$ cat src/rtl/hsb_pkg.sv
package hsb_pkg;
  localparam int HSB_W      = 8;
  localparam int USR_W      = 4;
  localparam int CTRL_W     = 4;
  localparam int CTRL_CS    = 0;
  localparam int CTRL_RD    = 1;
  localparam int CTRL_WR    = 2;
  localparam int CTRL_A0    = 3;
  localparam logic [CTRL_W-1:0] CTRL_IDLE = 4'b0111;

  typedef struct packed {
    logic [USR_W-1:0] usr;
    logic             f1;
    logic             f0;
    logic             ibf;
    logic             obf;
  } hsb_status_t;
endpackage

$ cat src/rtl/hsb_sync.sv
module hsb_sync #(
  parameter int               WIDTH   = 1,
  parameter int               STAGES  = 2,
  parameter logic [WIDTH-1:0] RST_VAL = '0
) (
  input  logic             clk,
  input  logic             rst_n,
  input  logic [WIDTH-1:0] d,
  output logic [WIDTH-1:0] q
);
  logic [STAGES-1:0][WIDTH-1:0] stg_q;
  logic [STAGES-1:0][WIDTH-1:0] stg_d;

  always_comb begin
    stg_d[0] = d;
    for (int i = 1; i < STAGES; i++) begin
      stg_d[i] = stg_q[i-1];
    end
  end

  always_ff @(posedge clk or negedge rst_n) begin
    if (!rst_n) begin
      stg_q <= {STAGES{RST_VAL}};
    end else begin
      stg_q <= stg_d;
    end
  end

  assign q = stg_q[STAGES-1];
endmodule

$ cat src/rtl/hsb_strobe_edge.sv
module hsb_strobe_edge
  import hsb_pkg::*;
(
  input  logic              clk,
  input  logic              rst_n,
  input  logic [CTRL_W-1:0] ctrl_s,
  output logic              wr_evt,
  output logic              rd_data_evt,
  output logic              evt_a0,
  output logic              sts_lock
);
  logic [CTRL_W-1:0] ctrl_p_q;
  logic [CTRL_W-1:0] ctrl_p_d;

  assign ctrl_p_d = ctrl_s;

  always_ff @(posedge clk or negedge rst_n) begin
    if (!rst_n) begin
      ctrl_p_q <= CTRL_IDLE;
    end else begin
      ctrl_p_q <= ctrl_p_d;
    end
  end

  // Trailing edge: strobe was low last cycle, high now; select taken while low.
  assign wr_evt      = ctrl_s[CTRL_WR] & ~ctrl_p_q[CTRL_WR] & ~ctrl_p_q[CTRL_CS];
  assign rd_data_evt = ctrl_s[CTRL_RD] & ~ctrl_p_q[CTRL_RD] & ~ctrl_p_q[CTRL_CS]
                     & ~ctrl_p_q[CTRL_A0];
  assign evt_a0      = ctrl_p_q[CTRL_A0];
  assign sts_lock    = ~ctrl_s[CTRL_CS] & ~ctrl_s[CTRL_RD] & ctrl_s[CTRL_A0];
endmodule

$ cat src/rtl/hsb_status_regs.sv
module hsb_status_regs
  import hsb_pkg::*;
(
  input  logic             clk,
  input  logic             rst_n,
  input  logic             wr_evt,
  input  logic             evt_a0,
  input  logic             rd_data_evt,
  input  logic             sts_lock,
  input  logic             loc_in_rd,
  input  logic             loc_out_wr,
  input  logic             loc_sts_wr,
  input  logic [HSB_W-1:0] loc_sts_byte,
  input  logic             loc_f0_set,
  input  logic             loc_f0_clr,
  output hsb_status_t      live_sts,
  output hsb_status_t      vis_sts
);
  hsb_status_t live_q, live_d;
  hsb_status_t vis_q;
  logic        vis_en;
  logic        unused_sts_lo;

  assign unused_sts_lo = ^loc_sts_byte[HSB_W-USR_W-1:0];

  always_comb begin
    live_d = live_q;
    if (loc_sts_wr) live_d.usr = loc_sts_byte[HSB_W-1:HSB_W-USR_W];
    if (loc_f0_clr) live_d.f0  = 1'b0;
    if (loc_f0_set) live_d.f0  = 1'b1;
    if (loc_in_rd)  live_d.ibf = 1'b0;
    if (wr_evt) begin
      live_d.ibf = 1'b1;
      live_d.f1  = evt_a0;
    end
    if (rd_data_evt) live_d.obf = 1'b0;
    if (loc_out_wr)  live_d.obf = 1'b1;
  end

  assign vis_en = ~sts_lock;

  always_ff @(posedge clk or negedge rst_n) begin
    if (!rst_n) begin
      live_q <= '0;
    end else begin
      live_q <= live_d;
    end
  end

  always_ff @(posedge clk or negedge rst_n) begin
    if (!rst_n) begin
      vis_q <= '0;
    end else if (vis_en) begin
      vis_q <= live_d;
    end
  end

  assign live_sts = live_q;
  assign vis_sts  = vis_q;
endmodule

$ cat src/rtl/hsb_slave_buf.sv
module hsb_slave_buf
  import hsb_pkg::*;
#(
  parameter int SYNC_STAGES = 2
) (
  input  logic             clk,
  input  logic             rst_n,
  input  logic             host_cs_n,
  input  logic             host_rd_n,
  input  logic             host_wr_n,
  input  logic             host_a0,
  input  logic [HSB_W-1:0] host_din,
  output logic [HSB_W-1:0] host_dout,
  output logic             host_dout_en,
  input  logic             loc_in_rd,
  output logic [HSB_W-1:0] loc_in_data,
  input  logic             loc_out_wr,
  input  logic [HSB_W-1:0] loc_out_data,
  input  logic             loc_sts_wr,
  input  logic [HSB_W-1:0] loc_sts_byte,
  input  logic             loc_f0_set,
  input  logic             loc_f0_clr,
  output logic [HSB_W-1:0] loc_status
);
  logic              rst_sync_n;
  logic [CTRL_W-1:0] ctrl_raw, ctrl_s;
  logic              wr_evt, rd_data_evt, evt_a0, sts_lock;
  hsb_status_t       live_sts, vis_sts;
  logic [HSB_W-1:0]  in_q, in_d, out_q, out_d;
  logic              in_en, out_en;

  hsb_sync #(.WIDTH(1), .STAGES(SYNC_STAGES), .RST_VAL(1'b0)) u_rst_sync (
    .clk(clk), .rst_n(rst_n), .d(1'b1), .q(rst_sync_n)
  );

  always_comb begin
    ctrl_raw          = '0;
    ctrl_raw[CTRL_CS] = host_cs_n;
    ctrl_raw[CTRL_RD] = host_rd_n;
    ctrl_raw[CTRL_WR] = host_wr_n;
    ctrl_raw[CTRL_A0] = host_a0;
  end

  hsb_sync #(.WIDTH(CTRL_W), .STAGES(SYNC_STAGES), .RST_VAL(CTRL_IDLE)) u_ctrl_sync (
    .clk(clk), .rst_n(rst_sync_n), .d(ctrl_raw), .q(ctrl_s)
  );

  hsb_strobe_edge u_edge (
    .clk(clk), .rst_n(rst_sync_n), .ctrl_s(ctrl_s),
    .wr_evt(wr_evt), .rd_data_evt(rd_data_evt), .evt_a0(evt_a0), .sts_lock(sts_lock)
  );

  hsb_status_regs u_sts (
    .clk(clk), .rst_n(rst_sync_n),
    .wr_evt(wr_evt), .evt_a0(evt_a0), .rd_data_evt(rd_data_evt), .sts_lock(sts_lock),
    .loc_in_rd(loc_in_rd), .loc_out_wr(loc_out_wr),
    .loc_sts_wr(loc_sts_wr), .loc_sts_byte(loc_sts_byte),
    .loc_f0_set(loc_f0_set), .loc_f0_clr(loc_f0_clr),
    .live_sts(live_sts), .vis_sts(vis_sts)
  );

  assign in_en  = wr_evt;
  assign in_d   = host_din;
  assign out_en = loc_out_wr;
  assign out_d  = loc_out_data;

  always_ff @(posedge clk or negedge rst_sync_n) begin
    if (!rst_sync_n) begin
      in_q <= '0;
    end else if (in_en) begin
      in_q <= in_d;
    end
  end

  always_ff @(posedge clk or negedge rst_sync_n) begin
    if (!rst_sync_n) begin
      out_q <= '0;
    end else if (out_en) begin
      out_q <= out_d;
    end
  end

  assign host_dout    = host_a0 ? vis_sts : out_q;
  assign host_dout_en = ~host_cs_n & ~host_rd_n;
  assign loc_in_data  = in_q;
  assign loc_status   = vis_sts;
endmodule

$ cat config.mk
export PLATFORM = sky130hd
export DESIGN_NAME = hsb_slave_buf
export DESIGN_NICKNAME = d
export VERILOG_FILES = /design/src/rtl/hsb_pkg.sv /design/src/rtl/hsb_sync.sv /design/src/rtl/hsb_strobe_edge.sv /design/src/rtl/hsb_status_regs.sv /design/src/rtl/hsb_slave_buf.sv
export SDC_FILE = /design/constraint.sdc
export NUM_CORES = 1
export LEC_CHECK = 0
export BUFFER_PORTS_ARGS = -buffer_cell sky130_fd_sc_hd__buf_2
export CAP_MARGIN = 20
export CORE_ASPECT_RATIO = 0.8
export CORE_MARGIN = 2
export CORE_UTILIZATION = 53
export DETAILED_ROUTE_END_ITERATION = 7
export PLACE_DENSITY = 0.93
export RECOVER_POWER = 25
export SYNTH_ARGS = -nofsm -noshare
export SYNTH_HDL_FRONTEND = slang
export SYNTH_HIERARCHICAL = 1
export SYNTH_SLANG_ARGS = --single-unit
$ cat constraint.sdc
create_clock -name clk -period 4 [get_ports clk]
set_input_delay 0.6 -clock clk [delete_from_list [all_inputs] [get_ports clk]]
set_output_delay 0.6 -clock clk [all_outputs]
set_load 0.05 [all_outputs]
Yosys cells after proc, flatten, opt, wreduce, memory -nomap -nowiden. Cells that the tools add are included.

Logic and storage cells: 42. Input bits: 35. Output and inout port bits: 25. Register bits after elaboration: 46.

Bitwise gates (word level): 16. Mux-type cells: 9.

Operators by type and width (count): AND 1 bit (8); 2-to-1 mux 8 bit (1); inverter 1 bit (8); 2-to-1 mux 1 bit (7); 2-to-1 mux 4 bit (1).

Longest topological paths before layout.
Depth after elaboration: 6. Gate-level depth with buffers: 4. Depth with buffers taken out: 3.

By module. The synthesis kept the hierarchy.

Modules (own cells, without submodules): hsb_slave_buf (cells each 45, instances 1, area each 802.0 µm², sequential area each 400.4 µm²); hsb_status_regs (cells each 39, instances 1, area each 600.6 µm², sequential area each 400.4 µm²); hsb_sync (u_ctrl_sync) (cells each 8, instances 1, area each 207.7 µm², sequential area each 207.7 µm²); hsb_strobe_edge (cells each 7, instances 1, area each 133.9 µm², sequential area each 103.8 µm²); hsb_sync (u_rst_sync) (cells each 2, instances 1, area each 50.0 µm², sequential area each 50.0 µm²).

Least setup slack after synthesis. No wires, ideal clock.

Path type: input to output. Start point: input port host_rd_n. End point: output port host_dout_en. Data required time: 3.400 ns. Buffers on the path: 0. Cell stages on the path: 1. Arrival time: 1.254 ns. Setup slack: 2.146 ns. Path through: nor2_1.

Word-level cells in the longest chain between the ends: 2.

Ends and longest elaborated chain: start, declared (line hsb_slave_buf.sv:9) `input logic host_rd_n,`; inverter 1 bit (line hsb_slave_buf.sv:84) `assign host_dout_en = ~host_cs_n & ~host_rd_n;`; AND 1 bit (line hsb_slave_buf.sv:84); end, declared (line hsb_slave_buf.sv:14) `output logic host_dout_en,`.

No other way between the ends.

Worst setup path after layout.
Start point: input port host_a0. End point: output port host_dout[1].

Word-level cells in the longest chain between the ends: 1.

Ends and longest elaborated chain: start, declared (line hsb_slave_buf.sv:11) `input logic host_a0,`; 2-to-1 mux 8 bit (line hsb_slave_buf.sv:83) `assign host_dout = host_a0 ? vis_sts : out_q;`; end, declared (line hsb_slave_buf.sv:13) `output logic [HSB_W-1:0] host_dout,`.

No other way between the ends.

==> metrics.txt <==
# TYPE chip_impl_metric gauge
chip_impl_metric{name="grt_pass1_wl",unit="mm"} 5.064
chip_impl_metric{name="max-vdd-ir-drop",unit="uV"} 345.3
chip_impl_metric{name="synth-seq-area-share",unit="%"} 64.78
chip_impl_info{name="grt_setup_unrepaired",value="no"} 1
chip_impl_info{name="startpoint_type",value="input pin"} 1
chip_impl_metric{name="cts_htree_levels",unit=""} 2
chip_impl_metric{name="yosys.cell_types.count",unit=""} 14
chip_impl_metric{name="cts_sinks",unit=""} 46
chip_impl_info{name="critPathSlowestCell",value="clkbuf_1"} 1
chip_impl_metric{name="final_net_count",unit=""} 195
chip_impl_metric{name="cts_made_buffers",unit=""} 5
chip_impl_info{name="post-synth-top-count-cell",value="dfrtp_1"} 1
chip_impl_metric{name="crit_required",unit="ns"} 3.40
chip_impl_metric{name="final.min_clock_period",unit="ns"} 2.304
chip_impl_metric{name="worstPathArrival",unit="ns"} 1.70
chip_impl_metric{name="drc_violation_count_after_routing",unit=""} 0
chip_impl_metric{name="detailedPlacementHpwl",unit="mm"} 2.179
chip_impl_metric{name="drt-pass1-iter-count",unit=""} 4
chip_impl_metric{name="synth-xor-area-share",unit="%"} 0
chip_impl_info{name="crit_path_start",value="host_a0"} 1
chip_impl_metric{name="placementRows",unit=""} 18
chip_impl_metric{name="fin_total_pwr",unit="mW"} 1.100
chip_impl_info{name="worstSetupEndpointType",value="output port"} 1
chip_impl_metric{name="asyncSetResetFlopFracSynth",unit="%"} 100.0
chip_impl_metric{name="placement.cell_area",unit="mm2"} 0.002095
chip_impl_metric{name="worst_setup_skew_after_layout",unit="ns"} 0.008015
chip_impl_metric{name="worst_path_largest_cell_delay",unit="ns"} 0.53
chip_impl_info{name="synth_top_family_by_area",value="multiplexers"} 1
chip_impl_metric{name="finalMaxSlewViolations",unit=""} 45
chip_impl_metric{name="fp.dieArea",unit="mm2"} 0.003870
chip_impl_metric{name="finalSetupTns",unit="ns"} 0
chip_impl_metric{name="period_share",unit="%"} 57.60
chip_impl_metric{name="place.gp.congestion",unit=""} 0.7424
chip_impl_metric{name="pin_count",unit=""} 60
chip_impl_metric{name="routed_wl",unit="mm"} 2.983
chip_impl_metric{name="syn_nets",unit=""} 136
chip_impl_metric{name="cp_max_fo",unit=""} 9
chip_impl_info{name="violations",value="capacitance limit, slew limit"} 1
chip_impl_metric{name="synth.mux.area_fraction",unit="%"} 26.36
chip_impl_info{name="status",value="finished, violations left"} 1
chip_impl_metric{name="worst_tran_pin_value",unit="ns"} 1.649
chip_impl_metric{name="via_count",unit=""} 991
chip_impl_metric{name="post-route-cell-area",unit="mm2"} 0.002180
chip_impl_info{name="post_synth_main_area_contributors",value="dfrtp_1, mux2_4, dfstp_2"} 1
chip_impl_metric{name="leakagePower",unit="nW"} 1.045
chip_impl_metric{name="setup-violations-final",unit=""} 0
chip_impl_metric{name="route.detailed.vias_per_inst",unit=""} 4.930
chip_impl_metric{name="syn_area",unit="mm2"} 0.001794
chip_impl_metric{name="initial_antenna_violation_count",unit=""} 0
chip_impl_metric{name="synth_edf_count",unit=""} 0
chip_impl_metric{name="post-cts-setup-buffers",unit=""} 0
chip_impl_info{name="clockRootBuffer",value="clkbuf_8"} 1
chip_impl_metric{name="seq_area",unit="mm2"} 0.001162
chip_impl_metric{name="number_of_routed_nets_with_antenna_violations",unit=""} 0
chip_impl_metric{name="cts_max_path_buffers",unit=""} 2
chip_impl_metric{name="worst_setup_hold_path_clk_slew",unit="ns"} 0.07
chip_impl_metric{name="clock_latency",unit="ns"} 0.29
chip_impl_metric{name="synth_compound_area_share",unit="%"} 1.464
chip_impl_metric{name="cts_hold_repair.buffers",unit=""} 0
chip_impl_metric{name="io_buffer_count",unit=""} 55
chip_impl_metric{name="dpl.cell_count",unit=""} 193
chip_impl_metric{name="multi_input_comb_area",unit="um2"} 598.1
chip_impl_metric{name="drive_gt1_share",unit="%"} 63.98
chip_impl_metric{name="pwr_density_cell",unit="mW/mm2"} 504.9
chip_impl_metric{name="gr-total-overflow",unit=""} 0
chip_impl_metric{name="die_w",unit="um"} 69.05
chip_impl_metric{name="yosys_warnings",unit=""} 6
chip_impl_metric{name="grt_start_max_net_pins",unit=""} 45
chip_impl_metric{name="r2r.worst_path.cells",unit=""} 3
chip_impl_metric{name="filler_cell_count_in_the_final_layout",unit=""} 242
chip_impl_metric{name="drt-initial-drc-count",unit=""} 32
chip_impl_metric{name="cts_resized",unit=""} 0
chip_impl_info{name="setup.worst_path.end",value="host_dout[1]"} 1
chip_impl_metric{name="synthCells",unit=""} 101
chip_impl_info{name="ys.flop_type",value="dfrtp_1"} 1
chip_impl_info{name="netlist_top_cells_count",value="dfrtp_1, mux2_4, mux2_2"} 1
chip_impl_info{name="path_class",value="input pin to output port"} 1
chip_impl_metric{name="regToRegSetupSlack",unit="ns"} 1.85
chip_impl_info{name="largest_area_contributor_in_the_netlist",value="dfrtp_1"} 1
chip_impl_metric{name="initial_core_util",unit="%"} 56.90
chip_impl_metric{name="max-cap-violations",unit=""} 1
chip_impl_metric{name="grt_pass1_vias",unit=""} 1085
chip_impl_metric{name="synthToLayoutAreaGrowth",unit="%"} 21.48
chip_impl_info{name="reg_to_reg_end",value="u_sts/vis_sts[3]"} 1
chip_impl_metric{name="maxClockFrequency",unit="MHz"} 434.0
chip_impl_metric{name="hold_viol_final",unit=""} 0
chip_impl_metric{name="non_filler_instance_count_after_layout",unit=""} 201
chip_impl_metric{name="antenna-diode-count",unit=""} 0
chip_impl_metric{name="slew_headroom",unit="%"} -9.906
chip_impl_metric{name="area_of_the_core_region",unit="mm2"} 0.003153
chip_impl_metric{name="synthSimpleGateAreaFrac",unit="%"} 5.021
chip_impl_metric{name="final_core_util",unit="%"} 69.13
chip_impl_metric{name="wl_per_cell",unit="um"} 14.84
chip_impl_metric{name="post_synth_fa_ha_maj_area_fraction",unit="%"} 0
chip_impl_info{name="path_cells",value="clkbuf_1 -> mux2_4 -> buf_2"} 1
chip_impl_metric{name="grtUsageTotal",unit="%"} 16.82
chip_impl_info{name="worst_r2r_startpoint",value="u_ctrl_sync/q[2]"} 1
chip_impl_metric{name="synth_seq_cells",unit=""} 46
chip_impl_info{name="cts_tree",value="done"} 1
chip_impl_info{name="min-delay-path-class",value="input pin to async pin"} 1
chip_impl_metric{name="die_height",unit="um"} 56.04
chip_impl_metric{name="synth.top_cell.area_share",unit="%"} 51.60
chip_impl_metric{name="syn_area_per_cell",unit="um2"} 17.76
power by group:
group	internal, mW	switching [mW]
Sequential	0.516	0.0326
Combinational	0.0985	0.175
Clock	0.139	0.140
Total	0.753	0.347
flip-flops by register name, summed over array words and instances (netlist names):
name and count:
u_edge/ctrl_p_q 4, u_ctrl_sync/stg_d 4, u_sts/vis_sts 8, u_ctrl_sync/q 4
u_rst_sync/q 1, u_rst_sync/stg_d 1, out_q 8, loc_in_data 8
u_sts/live_sts 8
placed cells by master, fill, tap and decap left out:
cell type / netlist / routed
nor2_1: 1 / 1
mux2_4: 24 / 24
clkinv_2: 0 / 1
conb_1: 1 / 1
dfstp_2: 9 / 7
nor3b_2: 0 / 1
clkbuf_1: 0 / 5
dfstp_1: 0 / 2
dfrtp_1: 37 / 37
nor3b_1: 2 / 1
nand2b_1: 3 / 3
buf_2: 1 / 51
or2_2: 3 / 3
buf_4: 0 / 1
mux2_1: 0 / 2
nor4b_2: 1 / 1
clkbuf_8: 0 / 6
nor2b_1: 3 / 3
mux2_2: 10 / 8
o31a_1: 3 / 3
worst min path at each step:
stage	end	slack, ns	cells past startpoint	startpoint
after floorplan	u_rst_sync/q	0.30	0	rst_n
after global placement	u_ctrl_sync/q[3]	0.33	0	u_ctrl_sync/stg_d[7]
after detailed placement	u_rst_sync/q	0.34	0	u_rst_sync/stg_d[1]
after CTS	u_rst_sync/q	0.07	1	rst_n
after global routing	u_rst_sync/q	0.07	1	rst_n
final	u_rst_sync/q	0.08	1	rst_n
cell type report:
class	count	share of cell area, %
Clock buffer	7	3.961
Clock inverter	1	0.2296
Multi-Input combinational cell	51	27.44
Sequential cell	46	53.33
Tap cell	40	2.296
Timing Repair Buffer	56	12.74
worst max-delay path: cells and delay by family:
family | cells | cell delay (ns)
buffers and inverters | 2 | 0.74
multiplexers | 1 | 0.36
kinds of logic (layout without fill, tap and decap cells):
kind of cell | count (synthesis) | after routing
other | 1 | 1
AOI/OAI and AO/OA | 3 | 3
muxes | 34 | 34
buffers and inverters | 4 | 64
and+or+nand+nor | 13 | 13
DFF | 46 | 46
per-layer routing:
metal | part of all wire [%] | up-vias | GRT usage (%) | wire (um)
li1 | - | 461 | - | -
met5 | 0 | - | 0 | 0
met1 | 44 | 486 | 20.63 | 1323
met3 | 6.7 | 3 | 5.435 | 200
met4 | 0.70 | 0 | 6.723 | 21
met2 | 48 | 41 | 27.75 | 1437
metrics by stage:
stage	hold slack (ns)	setup WS, ns
after CTS	0.07134	1.797
after detailed placement	0.3371	1.840
after global routing	0.07274	1.653
after global placement	0.3315	1.875
final	0.08174	1.696
after floorplan	0.3044	2.146
Power figures use the tool's default switching activity.
